[src/rtl/sarx_pkg.sv]
// Shared types and helpers for the serial audio receiver.
// Assumes a 24-bit output word; shorter words are sign-extended to it.
package sarx_pkg;

    localparam int SAMPLE_W = 24;
    localparam int CNT_W    = $clog2(SAMPLE_W + 2);

    typedef enum logic [1:0] {
        JUST_RIGHT = 2'd0,
        JUST_LEFT  = 2'd1,
        JUST_I2S   = 2'd2
    } just_e;

    typedef enum logic [1:0] {
        LEN16 = 2'd0,
        LEN20 = 2'd1,
        LEN24 = 2'd2
    } len_e;

    typedef struct packed {
        logic  reserved;   // code carries no defined framing
        just_e just;       // word placement inside a phase
        len_e  len;        // word length
        logic  left_lvl;   // word-clock level that means left
    } cfg_t;

    // Sign-extend the low bits of raw according to the word length.
    function automatic logic [SAMPLE_W-1:0] sext(input logic [SAMPLE_W-1:0] raw,
                                                 input len_e len);
        case (len)
            LEN16:   return {{(SAMPLE_W-16){raw[15]}}, raw[15:0]};
            LEN20:   return {{(SAMPLE_W-20){raw[19]}}, raw[19:0]};
            default: return raw;
        endcase
    endfunction

endpackage

[src/rtl/sarx_fmt_decode.sv]
// Format decoder: maps the three-bit format code and the swap control
// to the framing, the word length and the word-clock level of the left
// channel. Purely combinational; assumes the controls are held steady
// while a stream is running.
module sarx_fmt_decode
    import sarx_pkg::*;
(
    input  logic [2:0] fmt,
    input  logic       lr_swap,
    output cfg_t       cfg
);

    // Decode framing and length; default left level is high, low for I2S.
    always_comb begin
        cfg.reserved = 1'b0;
        cfg.just     = JUST_RIGHT;
        cfg.len      = LEN16;
        cfg.left_lvl = fmt[2] ? lr_swap : ~lr_swap;
        case (fmt)
            3'b000: begin cfg.just = JUST_RIGHT; cfg.len = LEN16; end
            3'b001: begin cfg.just = JUST_RIGHT; cfg.len = LEN20; end
            3'b010: begin cfg.just = JUST_RIGHT; cfg.len = LEN24; end
            3'b011: begin cfg.just = JUST_LEFT;  cfg.len = LEN24; end
            3'b100: begin cfg.just = JUST_I2S;   cfg.len = LEN16; end
            3'b101: begin cfg.just = JUST_I2S;   cfg.len = LEN24; end
            default: cfg.reserved = 1'b1;
        endcase
    end

endmodule

[src/rtl/sarx_edge_track.sv]
// Word-clock tracker: remembers the previous word-clock sample, flags
// the bit-clock edge on which a new channel phase begins, and counts
// bit clocks since that edge (saturating). The first sample after reset
// only primes the history, so no false transition is reported.
// Assumes each channel phase lasts at least two bit clocks.
module sarx_edge_track #(
    parameter int CNT_W = 5
) (
    input  logic             bclk,
    input  logic             rst_n,
    input  logic             lrck,
    output logic             phase_start,
    output logic             prev_lvl,
    output logic             synced_before,
    output logic             synced_now,
    output logic [CNT_W-1:0] bit_idx
);

    localparam logic [CNT_W-1:0] CNT_MAX = {CNT_W{1'b1}};

    logic             primed_q;
    logic             prev_q;
    logic             synced_q;
    logic [CNT_W-1:0] cnt_q;

    // A phase starts when the sampled level differs from the last one.
    always_comb begin
        phase_start   = primed_q & (lrck ^ prev_q);
        bit_idx       = phase_start ? '0 : cnt_q;
        prev_lvl      = prev_q;
        synced_before = synced_q;
        synced_now    = synced_q | phase_start;
    end

    // Keep word-clock history, sync state and the saturating bit count.
    always_ff @(posedge bclk) begin
        if (!rst_n) begin
            primed_q <= 1'b0;
            prev_q   <= 1'b0;
            synced_q <= 1'b0;
            cnt_q    <= '0;
        end else begin
            primed_q <= 1'b1;
            prev_q   <= lrck;
            synced_q <= synced_q | phase_start;
            cnt_q    <= (bit_idx == CNT_MAX) ? bit_idx : bit_idx + CNT_W'(1);
        end
    end

    AST_NO_FAST_TOGGLE: assert property (@(posedge bclk) disable iff (!rst_n)
        phase_start |=> !phase_start);

endmodule

[src/rtl/sarx_word_capture.sv]
// Word capture: shifts every data bit into a register and decides when
// a complete channel word is present.
// - Right-justified words are taken from the bits already shifted in,
//   on the edge that starts the next phase, so the bit-clock ratio need
//   not be known.
// - Left-justified and I2S words are taken when the bit count since the
//   phase start reaches the word's last bit.
// Assumes the phase is long enough to hold the selected word.
module sarx_word_capture
    import sarx_pkg::*;
#(
    parameter int W     = SAMPLE_W,
    parameter int CNT_W = 5
) (
    input  logic             bclk,
    input  logic             rst_n,
    input  logic             sdata,
    input  logic             lrck,
    input  cfg_t             cfg,
    input  logic             phase_start,
    input  logic             prev_lvl,
    input  logic             synced_before,
    input  logic             synced_now,
    input  logic [CNT_W-1:0] bit_idx,
    output logic             word_done,
    output logic             word_is_left,
    output logic [W-1:0]     word
);

    logic [W-1:0]     sh_q;
    logic [W-1:0]     sh_nxt;
    logic [CNT_W-1:0] last_idx;
    logic             rj_fire;
    logic             ph_fire;

    // Index of the word's final bit within a phase for the leading framings.
    always_comb begin
        case (cfg.len)
            LEN16:   last_idx = CNT_W'(15);
            LEN20:   last_idx = CNT_W'(19);
            default: last_idx = CNT_W'(23);
        endcase
        if (cfg.just == JUST_I2S) last_idx = last_idx + CNT_W'(1);
    end

    // Decide whether a word completes on this edge and which channel it is.
    always_comb begin
        sh_nxt  = {sh_q[W-2:0], sdata};
        rj_fire = !cfg.reserved && (cfg.just == JUST_RIGHT) && phase_start && synced_before;
        ph_fire = !cfg.reserved && (cfg.just != JUST_RIGHT) && synced_now && (bit_idx == last_idx);
        word_done    = rj_fire | ph_fire;
        word_is_left = rj_fire ? (prev_lvl == cfg.left_lvl) : (lrck == cfg.left_lvl);
        word         = sext(rj_fire ? sh_q : sh_nxt, cfg.len);
    end

    // Shift every sampled data bit in, most significant first.
    always_ff @(posedge bclk) begin
        if (!rst_n) sh_q <= '0;
        else        sh_q <= sh_nxt;
    end

    AST_WORD_NEEDS_SYNC: assert property (@(posedge bclk) disable iff (!rst_n)
        word_done |-> $past(rst_n) && synced_now);

endmodule

[src/rtl/sarx_pair_out.sv]
// Pair assembler: keeps the most recent left word and, when a right word
// completes, moves both to the outputs together with a one-cycle valid.
// A right word with no left word before it is dropped.
module sarx_pair_out #(
    parameter int W = 24
) (
    input  logic         bclk,
    input  logic         rst_n,
    input  logic         word_done,
    input  logic         word_is_left,
    input  logic [W-1:0] word,
    output logic [W-1:0] left_out,
    output logic [W-1:0] right_out,
    output logic         sample_valid
);

    logic [W-1:0] hold_q;
    logic         have_q;
    logic [W-1:0] left_q;
    logic [W-1:0] right_q;
    logic         valid_q;

    // Hold the left word, then publish the pair on the right word.
    always_ff @(posedge bclk) begin
        if (!rst_n) begin
            hold_q  <= '0;
            have_q  <= 1'b0;
            left_q  <= '0;
            right_q <= '0;
            valid_q <= 1'b0;
        end else begin
            valid_q <= 1'b0;
            if (word_done && word_is_left) begin
                hold_q <= word;
                have_q <= 1'b1;
            end else if (word_done && have_q) begin
                left_q  <= hold_q;
                right_q <= word;
                valid_q <= 1'b1;
                have_q  <= 1'b0;
            end
        end
    end

    assign left_out     = left_q;
    assign right_out    = right_q;
    assign sample_valid = valid_q;

    AST_VALID_SINGLE: assert property (@(posedge bclk) disable iff (!rst_n)
        valid_q |=> !valid_q);

    AST_HOLD_OUTPUTS: assert property (@(posedge bclk) disable iff (!rst_n)
        !valid_q |-> ($stable(left_q) && $stable(right_q)));

    AST_RIGHT_CLOSES_PAIR: assert property (@(posedge bclk) disable iff (!rst_n)
        valid_q |-> $past(word_done && !word_is_left));

endmodule

[src/rtl/serial_audio_rx.sv]
// Multi-format serial audio receiver, top level. Runs on the incoming
// bit clock; the format code and swap control are assumed steady while
// a stream is received. Outputs stay in the bit-clock domain.
module serial_audio_rx
    import sarx_pkg::*;
#(
    parameter int W      = SAMPLE_W,
    parameter int CNT_WD = CNT_W
) (
    input  logic         bclk,
    input  logic         rst_n,
    input  logic         lrck,
    input  logic         sdata,
    input  logic [2:0]   fmt,
    input  logic         lr_swap,
    output logic [W-1:0] left_out,
    output logic [W-1:0] right_out,
    output logic         sample_valid
);

    cfg_t              cfg;
    logic              phase_start;
    logic              prev_lvl;
    logic              synced_before;
    logic              synced_now;
    logic [CNT_WD-1:0] bit_idx;
    logic              word_done;
    logic              word_is_left;
    logic [W-1:0]      word;

    sarx_fmt_decode u_dec (
        .fmt     (fmt),
        .lr_swap (lr_swap),
        .cfg     (cfg)
    );

    sarx_edge_track #(.CNT_W(CNT_WD)) u_edge (
        .bclk          (bclk),
        .rst_n         (rst_n),
        .lrck          (lrck),
        .phase_start   (phase_start),
        .prev_lvl      (prev_lvl),
        .synced_before (synced_before),
        .synced_now    (synced_now),
        .bit_idx       (bit_idx)
    );

    sarx_word_capture #(.W(W), .CNT_W(CNT_WD)) u_cap (
        .bclk          (bclk),
        .rst_n         (rst_n),
        .sdata         (sdata),
        .lrck          (lrck),
        .cfg           (cfg),
        .phase_start   (phase_start),
        .prev_lvl      (prev_lvl),
        .synced_before (synced_before),
        .synced_now    (synced_now),
        .bit_idx       (bit_idx),
        .word_done     (word_done),
        .word_is_left  (word_is_left),
        .word          (word)
    );

    sarx_pair_out #(.W(W)) u_pair (
        .bclk         (bclk),
        .rst_n        (rst_n),
        .word_done    (word_done),
        .word_is_left (word_is_left),
        .word         (word),
        .left_out     (left_out),
        .right_out    (right_out),
        .sample_valid (sample_valid)
    );

    AST_RESERVED_SILENT: assert property (@(posedge bclk) disable iff (!rst_n)
        (fmt[2:1] == 2'b11 && $past(fmt[2:1] == 2'b11)) |-> !sample_valid);

endmodule

[config.mk]
export PLATFORM = sky130hd
export DESIGN_NAME = serial_audio_rx
export DESIGN_NICKNAME = d
export VERILOG_FILES = /design/src/rtl/sarx_pkg.sv /design/src/rtl/sarx_fmt_decode.sv /design/src/rtl/sarx_edge_track.sv /design/src/rtl/sarx_word_capture.sv /design/src/rtl/sarx_pair_out.sv /design/src/rtl/serial_audio_rx.sv
export SDC_FILE = /design/constraint.sdc
export NUM_CORES = 1
export LEC_CHECK = 0
export BUFFER_PORTS_ARGS = -buffer_cell sky130_fd_sc_hd__buf_4
export CAP_MARGIN = 25
export CORE_ASPECT_RATIO = 0.75
export CORE_UTILIZATION = 65
export CTS_BUF_LIST = sky130_fd_sc_hd__clkbuf_4
export DETAILED_ROUTE_END_ITERATION = 10
export PLACE_DENSITY_LB_ADDON = 0.05
export SLEW_MARGIN = 20
export SYNTH_ARGS = -nofsm -noshare
export SYNTH_HDL_FRONTEND = slang
export SYNTH_HIERARCHICAL = 1
export SYNTH_SLANG_ARGS = --single-unit
[constraint.sdc]
create_clock -name bclk -period 6.75 [get_ports bclk]
set_input_delay 2.025 -clock bclk [delete_from_list [all_inputs] [get_ports bclk]]
set_output_delay 2.025 -clock bclk [all_outputs]
set_load 0.005 [all_outputs]
# Word-level counts from Yosys, hierarchy flattened

Cells that the tools add are included.

Add/sub/neg operators: 2
Eq/ne operators: 11
Multiplexer cells: 13
Bitwise logic cells: 7
Reduce and logical (&&, ||, !) cells: 16

Operators with widths:

| cell                  | number |
|---|---|
| $pmux W24 S2          | 1 |
| $mux W24              | 1 |
| $pmux W4 S5           | 1 |
| $mux W5               | 3 |
| $add A5 B1 Y5 const B | 2 |
| $pmux W5 S2           | 1 |
| $logic_and A1 B1 Y1   | 8 |
| $eq A3 B2 Y1 const B  | 2 |
| $eq A3 B3 Y1 const B  | 2 |
| $mux W1               | 6 |
| $reduce_or A6 Y1      | 1 |
| $eq A5 B5 Y1          | 1 |
| $eq A5 B5 Y1 const B  | 1 |
| $logic_not A2 Y1      | 2 |
| $reduce_bool A2 Y1    | 2 |
| $eq A3 B1 Y1 const B  | 1 |
| $logic_not A3 Y1      | 1 |
| $not A1 Y1            | 3 |
| $eq A1 B1 Y1          | 2 |
| $eq A2 B1 Y1 const B  | 1 |
| $eq A2 B2 Y1 const B  | 1 |
| $or A1 B1 Y1          | 2 |
| $reduce_and A2 Y1     | 1 |
| $reduce_or A2 Y1      | 1 |
| other kinds (2)       | 2 |

Register bits after elaboration: 106
Input port bits: 8
Output and inout port bits: 49
Logic and storage cells: 59

# Longest topological paths before layout

Gate-level depths: netlist (run 1).

Depth after elaboration: 12
Gate-level depth with buffers: 16

# Modules after synthesis

The synthesis (run 1) kept the hierarchy.

Modules (own cells, without submodules):

| module            | instances | cells each | area each (µm²) |
|---|---|---|---|
| sarx_pair_out     | 1         | 324        | 2981.6 |
| sarx_word_capture | 1         | 112        | 1177.4 |
| sarx_edge_track   | 1         | 34         | 365.4 |
| sarx_fmt_decode   | 1         | 11         | 100.1 |

# Worst setup path before layout (run 1)

Ideal clock, no wire load.

Kind: input-to-reg
Start point: input fmt[1]
End point: register u_pair.left_q[14], in the netlist u_pair/left_out[14]
Library setup time: 72 ps
Data arrival time: 4846 ps
Required time: 6678 ps
Path slack: 1832 ps
Cell stages on the path: 16
Buffers on the path: 4
Path through: inv_1 ha_1 inv_1 mux2_4 a32o_1 buf_2 nor2_2 mux2i_1 xnor2_1 o41a_1 a31oi_1 and3b_1 buf_2 buf_6 buf_6 mux2i_1

RTL lines:

| item                 | line                  | text |
|---|---|---|
| from (decl)          | serial_audio_rx.sv:14 | `input logic [2:0] fmt,` |
| to (signal assigned) | sarx_pair_out.sv:37   | `left_q <= hold_q;` |
| to (decl)            | sarx_pair_out.sv:19   | `logic [W-1:0] left_q;` |

==> results by group, run 1 <==
Run status
  • Outcome: finished clean

Run
  • Max cap viols: 0

Global route
  • Global route total overflow: 0
  • Global-route wire length before repair: 14690 um
  • M2 GR Usage: 41.82%
  • Vias in the first global route: 3047
  • Met3 track demand over resource: 6.592%
  • Gr busiest metal: met2
  • Total track usage: 25.37%
  • Pin count of the biggest net entering global routing: 89
  • Met1 Use GR: 33.86%
  • Initial antenna violation count: 0

Floorplan
  • Die area: 7459 um2
  • Die width: 99.40 um
  • Die Ht: 75.05 um
  • Core area: 6832 um2
  • Site Rows: 26
  • I/O pins: 57
  • Starting density of the core: 67.69%

Worst setup path
  • Reg2Reg Depth: 11
  • RR Endpoint: u_pair/right_out[0]
  • Reg-to-reg slack, setup: 3.47 ns
  • CP Launch Type: input port
  • Beginning of the worst register-to-register path: u_edge/prev_lvl
  • WP data arrival: 5.34 ns
  • Worst Setup SP: fmt[1]
  • Worst path required time: 7.12 ns
  • Worst Path Class, Setup: in -> reg
  • CP max FO: 36
  • Setup crit end kind: flop
  • Critical Path Sink: u_pair/right_out[0]

Synthesis
  • Top cells by area, synth: dfxtp_1, mux2i_1, nand2_1
  • Post-synth top area cell: dfxtp_1
  • Synth cell count leaders: dfxtp_1, nand2_1, mux2i_1, and2_1
  • Synthesized cell area: 4624 um2
  • Most frequent cell after synthesis: dfxtp_1
  • Post-synthesis register bit count: 106
  • Ys flop type: dfxtp_1
  • FFs w/ async S/R, synth: 0%
  • Synth Instances: 481
  • Post-Syn Area per Cell: 9.614 um2
  • Post-synthesis sequential area ratio: 45.89%
  • Synthesis warning total: 6
  • EDFF count, synth: 0
  • Area share of the largest cell type after synthesis: 45.89%
  • Post-Syn Nets: 492
  • Synth unique cells: 51

Cells and area
  • Area Overhead vs Synth: 11.99%
  • N_diodes: 0
  • Share of layout cells above drive strength 1: 25.48%
  • Fillcell total: 497
  • Layout net count: 529

Detailed routing
  • Wire length per cell: 14.93 um
  • DRT iter0 DRCs: 129
  • Antenna viol nets, final: 0
  • Final wirelength: 9047 um
  • Via density: 5.617
  • DRC: 0
  • Via count: 3404
  • DRT Pass-1 Iters: 4

Place
  • DP HPWL: 6065 um
  • PortBufs: 56
  • Gpl congestion: 0.8108

Power and ir drop
  • Tot Pwr: 1.006 mW
  • Pwr Density: 194.3 nW/um2
  • Static leakage: 2.023 nW
  • Maximum VDD drop: 119.7 uV

Clock tree
  • Post-cts resize count: 0
  • Post-CTS setup buffer count: 0
  • Root Driver: clkbuf_4
  • Latest clock arrival within the worst-skew pair: 0.45 ns
  • CTS tree: done
  • CTS Buf Count: 9
  • CTS max path bufs: 2
  • Sink Count: 106
  • H-Tree Depth: 3
  • Hold Buf Count CTS: 0
  • Clock slew at reported path FFs: 0.16 ns

Timing
  • Clock skew: 0.01610 ns
  • Least-Margin Pin Slew: 0.7857 ns
  • Final hold vios: 0
  • Fin crit share: 73.59%
  • Max-slew violations: 0
  • Total Neg Setup Slack: 0 ns
  • Worst slew margin: 47.62%
  • Fmax: 201.3 MHz
  • Clock period minus worst slack: 4.967 ns
  • Setup-failing EPs final: 0
  • RSZ-0062 raised after global routing: false

Worst hold path
  • HP Class: reg -> reg
power by group:
part / internal, mW / switching, mW
Sequential: 0.629 / 0.00287
Combinational: 0.0210 / 0.0493
Clock: 0.109 / 0.195
worst min path at each step:
stage,start,end,slack (ns),cells after the start
after floorplan,u_pair/hold_q[10],u_pair/left_out[10],0.43,2
after global placement,u_pair/right_out[22],u_pair/right_out[22],0.44,2
after detailed placement,u_pair/right_out[9],u_pair/right_out[9],0.45,2
after CTS,u_pair/left_out[23],u_pair/left_out[23],0.47,2
after global routing,u_pair/right_out[22],u_pair/right_out[22],0.49,2
final,u_pair/hold_q[19],u_pair/left_out[19],0.46,2
cell type report:
class	instances	area (um2)	area share, %
clock buffer	9	67.56	1.305
clock inverter	6	56.30	1.087
inverter	9	36.28	0.7007
multi-input combinational	331	2321	44.82
sequential	106	2122	40.98
tap	84	105.1	2.029
timing repair buffer	61	470.5	9.084
layout by cell type (no fill, tap or decap), types with 3 or more instances in the layout:
cell and count:
a31oi_1 3, a21bo_2 16, buf_4 60, and2_1 26
nand3_1 25, ha_1 3, mux2i_1 54, nor2_1 5
a21o_1 4, o21bai_1 3, xnor2_1 3, nor3_1 4
nand2_1 99, mux2_2 19, clkbuf_4 9, dfxtp_1 106
a21oi_1 25, and2_2 5, a21bo_1 8, inv_1 6
through the flow:
stage / instances / hold WS, ns / util, % / area [um2] / setup slack [ns]
after floorplan: 481 / 0.4326 / - / 4624 / 1.832
after global placement: 591 / 0.4432 / 73.99 / 5055 / 1.486
after detailed placement: 591 / 0.4482 / 73.99 / 5055 / 1.313
after CTS: 606 / 0.4699 / 75.81 / 5179 / 1.803
after global routing: 606 / 0.4862 / 75.81 / 5179 / 1.597
final: 606 / 0.4566 / 75.81 / 5179 / 1.783
flip-flops by register name, indices dropped and copies added (netlist names):
signal	count
u_cap/sh_q	24
u_edge/cnt_q	5
u_edge/prev_lvl	1
u_edge/primed_q	1
u_edge/synced_before	1
u_pair/have_q	1
u_pair/hold_q	24
u_pair/left_out	24
u_pair/right_out	24
u_pair/sample_valid	1
critical path: stages:
cell     delay, ns
buf_4         0.10
inv_1         0.06
ha_1          0.28
inv_1         0.06
mux2_4        0.27
a32o_1        0.36
nor2_2        0.32
mux2i_1       0.15
xnor2_1       0.15
o41a_1        0.34
a31oi_4       0.16
and3b_2       0.50
buf_12        0.31
mux2i_1       0.22
metal layers:
metal  share of wire, %  wire length, um
met2                 47             4244
met1                 48             4383
met3                3.7              335
met5                  0                0
met4               0.93               84
kinds of logic after synthesis:
logic type | Yosys count | synth area share, %
simple gates | 179 | 18.89
fa+ha+maj | 3 | 0.8118
mux | 75 | 16.94
buf+inv | 44 | 4.681
compound gates | 68 | 11.66
xor+xnor | 6 | 1.137
flops | 106 | 45.89
Power figures use the tool's default switching activity.
==> run 2: changes to the inputs <==
Settings changed: CORE_UTILIZATION 65 to 54.
Clock period 6.75 ns to 4.2 ns, I/O delays scaled along.
==> results by group, run 2 (same netlist as run 1, synthesis figures left out) <==
Global route
  • Global route total overflow: 0 (unchanged)
  • Initial antenna violation count: 0 (unchanged)
  • Global-route wire length before repair: 15060 um (was 14690 um)
  • Vias in the first global route: 3164 (was 3047)
  • Total track usage: 21.59% (was 25.37%)
  • Pin count of the biggest net entering global routing: 91 (was 89)

Detailed routing
  • DRT Pass-1 Iters: 6 (was 4)
  • Final wirelength: 8942 um (was 9047 um)
  • Max layer used: met4 (unchanged)
  • Met2 Wirelength: 3984 um (was 4244 um)
  • Via density: 5.274 (was 5.617)
  • Wire length per cell: 14.17 um (was 14.93 um)
  • WL met1: 4525 um (was 4383 um)
  • Antenna viol nets, final: 0 (unchanged)
  • DR WL met3: 307 um (was 335 um)
  • DRT iter0 DRCs: 195 (was 129)
  • DRC: 0 (unchanged)
  • Via count: 3328 (was 3404)

Clock tree
  • Sink Count: 106 (unchanged)
  • CTS max path bufs: 2 (unchanged)
  • Post-cts resize count: 0 (unchanged)
  • Hold Buf Count CTS: 0 (unchanged)
  • CTS tree: done (unchanged)
  • Latest clock arrival within the worst-skew pair: 0.44 ns (was 0.45 ns)
  • H-Tree Depth: 3 (unchanged)
  • CTS Buf Count: 9 (unchanged)
  • Clock slew at reported path FFs: 0.16 ns (about the same)
  • Root Driver: clkbuf_4 (unchanged)
  • Post-CTS setup buffer count: 0 (unchanged)

Worst setup path
  • Worst path required time: 4.58 ns (was 7.12 ns)
  • Beginning of the worst register-to-register path: u_edge/prev_lvl (unchanged)
  • CP Launch Type: input port (unchanged)
  • WP data arrival: 4.14 ns (was 5.34 ns)
  • Setup crit end kind: flop (unchanged)
  • Reg-to-reg slack, setup: 1.57 ns (was 3.47 ns)
  • Worst Setup SP: fmt[1] (unchanged)
  • Worst Path Class, Setup: in -> reg (unchanged)
  • Reg2Reg Depth: 10 (was 11)
  • CP max FO: 16 (was 36)
  • RR Endpoint: u_pair/right_out[23] (was u_pair/right_out[0])

Cells and area
  • Fillcell total: 691 (was 497)
  • Share of layout cells above drive strength 1: 26.05% (was 25.48%)
  • Fin util: 64.89% (was 75.81%)
  • Most frequent cells in the layout: dfxtp_1, nand2_1, buf_4 (unchanged)
  • Area Overhead vs Synth: 13.56% (was 11.99%)
  • N_diodes: 0 (unchanged)
  • Finished Cell Area: 5251 um2 (was 5179 um2)
  • Commonest non-fill, non-tap cell in the layout: dfxtp_1 (unchanged)
  • Layout net count: 532 (was 529)

Timing
  • Clock period minus worst slack: 3.754 ns
  • Clock skew: 0.01406 ns (was 0.01610 ns)
  • Max-slew violations: 0 (unchanged)
  • Setup-failing EPs final: 0 (unchanged)
  • Worst Setup Slack, final: 0.4459 ns (was 1.783 ns)
  • Least-Margin Pin Slew: 0.8127 ns (was 0.7857 ns)
  • Final hold vios: 0 (unchanged)
  • Fmax: 266.4 MHz
  • RSZ-0062 raised after global routing: false (unchanged)
  • Total Neg Setup Slack: 0 ns (unchanged)
  • Worst slew margin: 45.82% (was 47.62%)
  • Fin crit share: 89.38%

Worst hold path
  • HP Start: u_pair/hold_q[20] (was u_pair/hold_q[19])
  • HP Class: reg -> reg (unchanged)
  • Worst Hold Path EP: u_pair/left_out[20] (was u_pair/left_out[19])
  • Hold depth: 2 (unchanged)

Floorplan
  • Core area: 8093 um2 (was 6832 um2)
  • Die width: 108.9 um (was 99.40 um)
  • Die area: 8941 um2 (was 7459 um2)
  • Site Rows: 28 (was 26)
  • Starting density of the core: 57.14% (was 67.69%)
  • I/O pins: 57 (unchanged)
  • Die Ht: 82.14 um (was 75.05 um)

Place
  • DP HPWL: 5838 um (was 6065 um)
  • Post-Place Worst Slack: 0.01040 ns (was 1.313 ns)
  • PortBufs: 56 (unchanged)
  • Gpl congestion: 0.7697 (was 0.8108)
  • Cell Area, Placed: 5141 um2 (was 5055 um2)

Power and ir drop
  • Static leakage: 2.040 nW (was 2.023 nW)
  • Maximum VDD drop: 138.9 uV (was 119.7 uV)
  • Pwr Density: 301.2 nW/um2 (was 194.3 nW/um2)
  • Tot Pwr: 1.582 mW (was 1.006 mW)

Run
  • Max cap viols: 0 (unchanged)

Run status
  • Outcome: finished clean (unchanged)
## run 2: cell count changes in the layout (fill, tap and decap cells not counted)
cell / change
inv_6: +1
clkinvlp_4: +1
bufinv_16: -1
buf_12: +3
## run 2: worst max-delay path by stage
| stage | end | slack (ns) |
|---|---|---|
| 3_5_place_dp | u_pair/have_q | 0.01 |
| 4_1_cts | u_pair/have_q | 0.49 |
| 3_3_place_gp | u_pair/have_q | 0.13 |
| 6_report | u_pair/right_out[23] | 0.45 |
| 5_1_grt | u_pair/left_out[19] | 0.34 |
| 2_1_floorplan | u_pair/left_out[14] | 0.05 |
## run 2: layout make-up
class | count | area [um2] | share of cell area (%)
timing repair buffer | 64 | 530.5 | 10.10
tap | 105 | 131.4 | 2.502
sequential | 106 | 2122 | 40.41
clock inverter | 7 | 42.54 | 0.8101
inverter | 9 | 36.28 | 0.6910
multi-input combinational | 331 | 2321 | 44.20
clock buffer | 9 | 67.56 | 1.287
## run 2: per-stage QoR
stage / cells / hold WS (ns)
after floorplan: 481 / 0.4326
final: 631 / 0.4648
after global routing: 631 / 0.4867
after global placement: 615 / 0.4383
after CTS: 631 / 0.4697
after detailed placement: 615 / 0.4478
## run 2: power by group
part	total (mW)	internal, mW	switching [mW]
Sequential	1.02	1.01	0.00459
Clock	0.450	0.121	0.329
Combinational	0.115	0.0355	0.0800
Total	1.58	1.17	0.414
## run 2: per-layer routing
metal / up-vias / GRT usage (%)
li1: 1705 / -
met1: 1559 / 29.17
met2: 54 / 34.37
met3: 10 / 5.730
met4: 0 / 5.676
met5: - / 0
## run 2: worst max-delay path, cell delays in order
cell,delay (ns)
buf_4,0.10
inv_1,0.06
ha_1,0.27
inv_1,0.06
mux2_4,0.26
a32o_1,0.37
nor2_2,0.16
mux2i_1,0.10
xnor2_1,0.15
o41a_1,0.35
a31oi_4,0.16
and3b_2,0.40
buf_12,0.21
mux2i_1,0.21
==> run 3: changes to the inputs <==
Settings changed: GPL_TIMING_DRIVEN set to 0.
==> results by group, run 3 (same netlist as run 1, synthesis figures left out) <==
Floorplan
  • Starting density of the core: 57.14% (unchanged)
  • Die Ht: 82.14 um (unchanged)
  • Core area: 8093 um2 (unchanged)
  • Die area: 8941 um2 (unchanged)
  • Site Rows: 28 (unchanged)
  • Die width: 108.9 um (unchanged)
  • I/O pins: 57 (unchanged)

Clock tree
  • CTS tree: done (unchanged)
  • CTS Buf Count: 9 (unchanged)
  • Hold Buf Count CTS: 0 (unchanged)
  • CTS max path bufs: 2 (unchanged)
  • Sink Count: 106 (unchanged)
  • Root Driver: clkbuf_4 (unchanged)
  • H-Tree Depth: 3 (unchanged)
  • Clock slew at reported path FFs: 0.14 ns (was 0.16 ns)
  • Latest clock arrival within the worst-skew pair: 0.46 ns (was 0.44 ns)

Timing
  • Clock period minus worst slack: 4.096 ns (was 3.754 ns)
  • Max-slew violations: 0 (unchanged)
  • Least-Margin Pin Slew: 0.6048 ns (was 0.8127 ns)
  • Clock skew: 0.01630 ns (was 0.01406 ns)
  • Fin crit share: 97.52% (was 89.38%)
  • Setup-failing EPs final: 0 (unchanged)
  • RSZ-0062 raised after global routing: false (unchanged)
  • Final hold vios: 0 (unchanged)
  • Hold WS: 0.4700 ns (was 0.4648 ns)
  • Fmax: 244.1 MHz (was 266.4 MHz)
  • Total Neg Setup Slack: 0 ns (unchanged)
  • Worst slew margin: 59.17% (was 45.82%)
  • Worst Setup Slack, final: 0.1041 ns (was 0.4459 ns)

Place
  • PortBufs: 56 (unchanged)
  • DP HPWL: 7384 um (was 5838 um)
  • Inst Count DP: 642 (was 615)
  • Post-Place Worst Slack: -0.6046 ns (was 0.01040 ns)
  • Gpl congestion: 0.8314 (was 0.7697)

Worst setup path
  • CP Launch Type: input port (unchanged)
  • Worst path required time: 4.58 ns (about the same)
  • WP data arrival: 4.47 ns (was 4.14 ns)
  • CP max FO: 10 (was 16)
  • Number of buffers and inverters on the critical path: 7 (was 4)
  • Worst stage delay on the critical path: 0.36 ns (was 0.40 ns)
  • Setup crit end kind: flop (unchanged)
  • Worst Path Class, Setup: in -> reg (unchanged)
  • Crit-path cells: buf_4, inv_1, ha_1, inv_1, mux2_4, a32o_1, buf_2, nor2_4, mux2i_1, xnor2_1, o41a_1, a31oi_4, and3b_1, buf_2, buf_6, buf_6, mux2i_1 (was buf_4, inv_1, ha_1, inv_1, mux2_4, a32o_1, nor2_2, mux2i_1, xnor2_1, o41a_1, a31oi_4, and3b_2, buf_12, mux2i_1)
  • Top delay family on crit path: buffers and inverters (was compound AO/OA/AOI/OAI gates)
  • Slowest cell on crit path: o41a_1 (was and3b_2)

Global route
  • Pin count of the biggest net entering global routing: 17 (was 91)
  • Vias in the first global route: 3222 (was 3164)
  • Total track usage: 23.36% (was 21.59%)
  • Global-route wire length before repair: 15800 um (was 15060 um)
  • Initial antenna violation count: 0 (unchanged)
  • Global route total overflow: 0 (unchanged)

Worst hold path
  • HP Class: reg -> reg (unchanged)

Run status
  • Outcome: finished clean (unchanged)

Detailed routing
  • DRC: 0 (unchanged)
  • Via density: 5.343 (was 5.274)
  • Wire length per cell: 15.06 um (was 14.17 um)
  • DRT iter0 DRCs: 164 (was 195)
  • Antenna viol nets, final: 0 (unchanged)
  • DRT Pass-1 Iters: 5 (was 6)
  • Via count: 3516 (was 3328)
  • Final wirelength: 9907 um (was 8942 um)

Cells and area
  • Post-Layout Cell Count: 658 (was 631)
  • Most frequent cells in the layout: dfxtp_1, nand2_1, buf_4 (unchanged)
  • Layout net count: 559 (was 532)
  • Share of layout cells above drive strength 1: 26.04% (was 26.05%)
  • Area Overhead vs Synth: 14.72% (was 13.56%)
  • Commonest non-fill, non-tap cell in the layout: dfxtp_1 (unchanged)
  • N_diodes: 0 (unchanged)

Power and ir drop
  • Maximum VDD drop: 211.4 uV (was 138.9 uV)
  • Static leakage: 2.083 nW (was 2.040 nW)
  • Pwr Density: 297.7 nW/um2 (was 301.2 nW/um2)
  • Tot Pwr: 1.579 mW (was 1.582 mW)

Run
  • Max cap viols: 0 (unchanged)
==> run 3: cell count changes in the layout (fill, tap and decap cells not counted), sizes merged <==
cell      delta
buf         +10
clkbuf      +18
clkinvlp     +1
inv          -2
==> run 3: cell type report <==
cell class,count,area [um2]
fill,693,2788
multi-input combinational,331,2306
sequential,106,2122
timing repair buffer,56,420.4
buffer,35,180.2
tap,105,131.4
clock buffer,10,75.07
inverter,9,36.28
clock inverter,6,33.78
==> run 3: final timing paths <==
check	startpoint	end	cells past startpoint	slack (ns)
setup / recovery	fmt[1]	u_pair/left_out[16]	17	0.10
hold / removal	u_pair/left_out[19]	u_pair/left_out[19]	2	0.47
setup reg to reg	u_edge/prev_lvl	u_pair/left_out[16]	14	1.23
hold reg to reg	u_pair/left_out[19]	u_pair/left_out[19]	2	0.47
==> run 3: what timing repair did <==
action	CTS	global route
cloned	0	0
buffers inserted	0	0
setup endpoints to repair	9	6
pin swaps	0	0
gates resized for setup	2	1
==> run 3: per-layer routing <==
layer / global-route usage [%] / part of all wire [%] / vias to the layer above
met5: 0 / 0 / -
met4: 7.838 / 1.3 / 0
met3: 5.495 / 5.4 / 10
met2: 38.16 / 46 / 89
met1: 30.59 / 48 / 1650
li1: - / - / 1767
==> run 3: where the power goes <==
part	leakage [nW]	switching [mW]	internal (mW)	total (mW)
Combinational	1.17	0.0849	0.0385	0.123
Clock	0.0596	0.317	0.124	0.440
Sequential	0.855	0.00430	1.01	1.02
Total	2.08	0.406	1.17	1.58
==> run 3: stage by stage <==
step | cell area, um2 | utilization [%]
2_1_floorplan | 4624 | -
5_1_grt | 5305 | 65.55
6_report | 5305 | 65.55
3_3_place_gp | 5176 | 63.96
4_1_cts | 5296 | 65.45
3_5_place_dp | 5176 | 63.96
==> run 3: tightest hold or removal path, cell delays in order, from the launching register on <==
cell,delay (ns)
dfxtp_1,0.34
nand2_1,0.05
mux2i_1,0.05
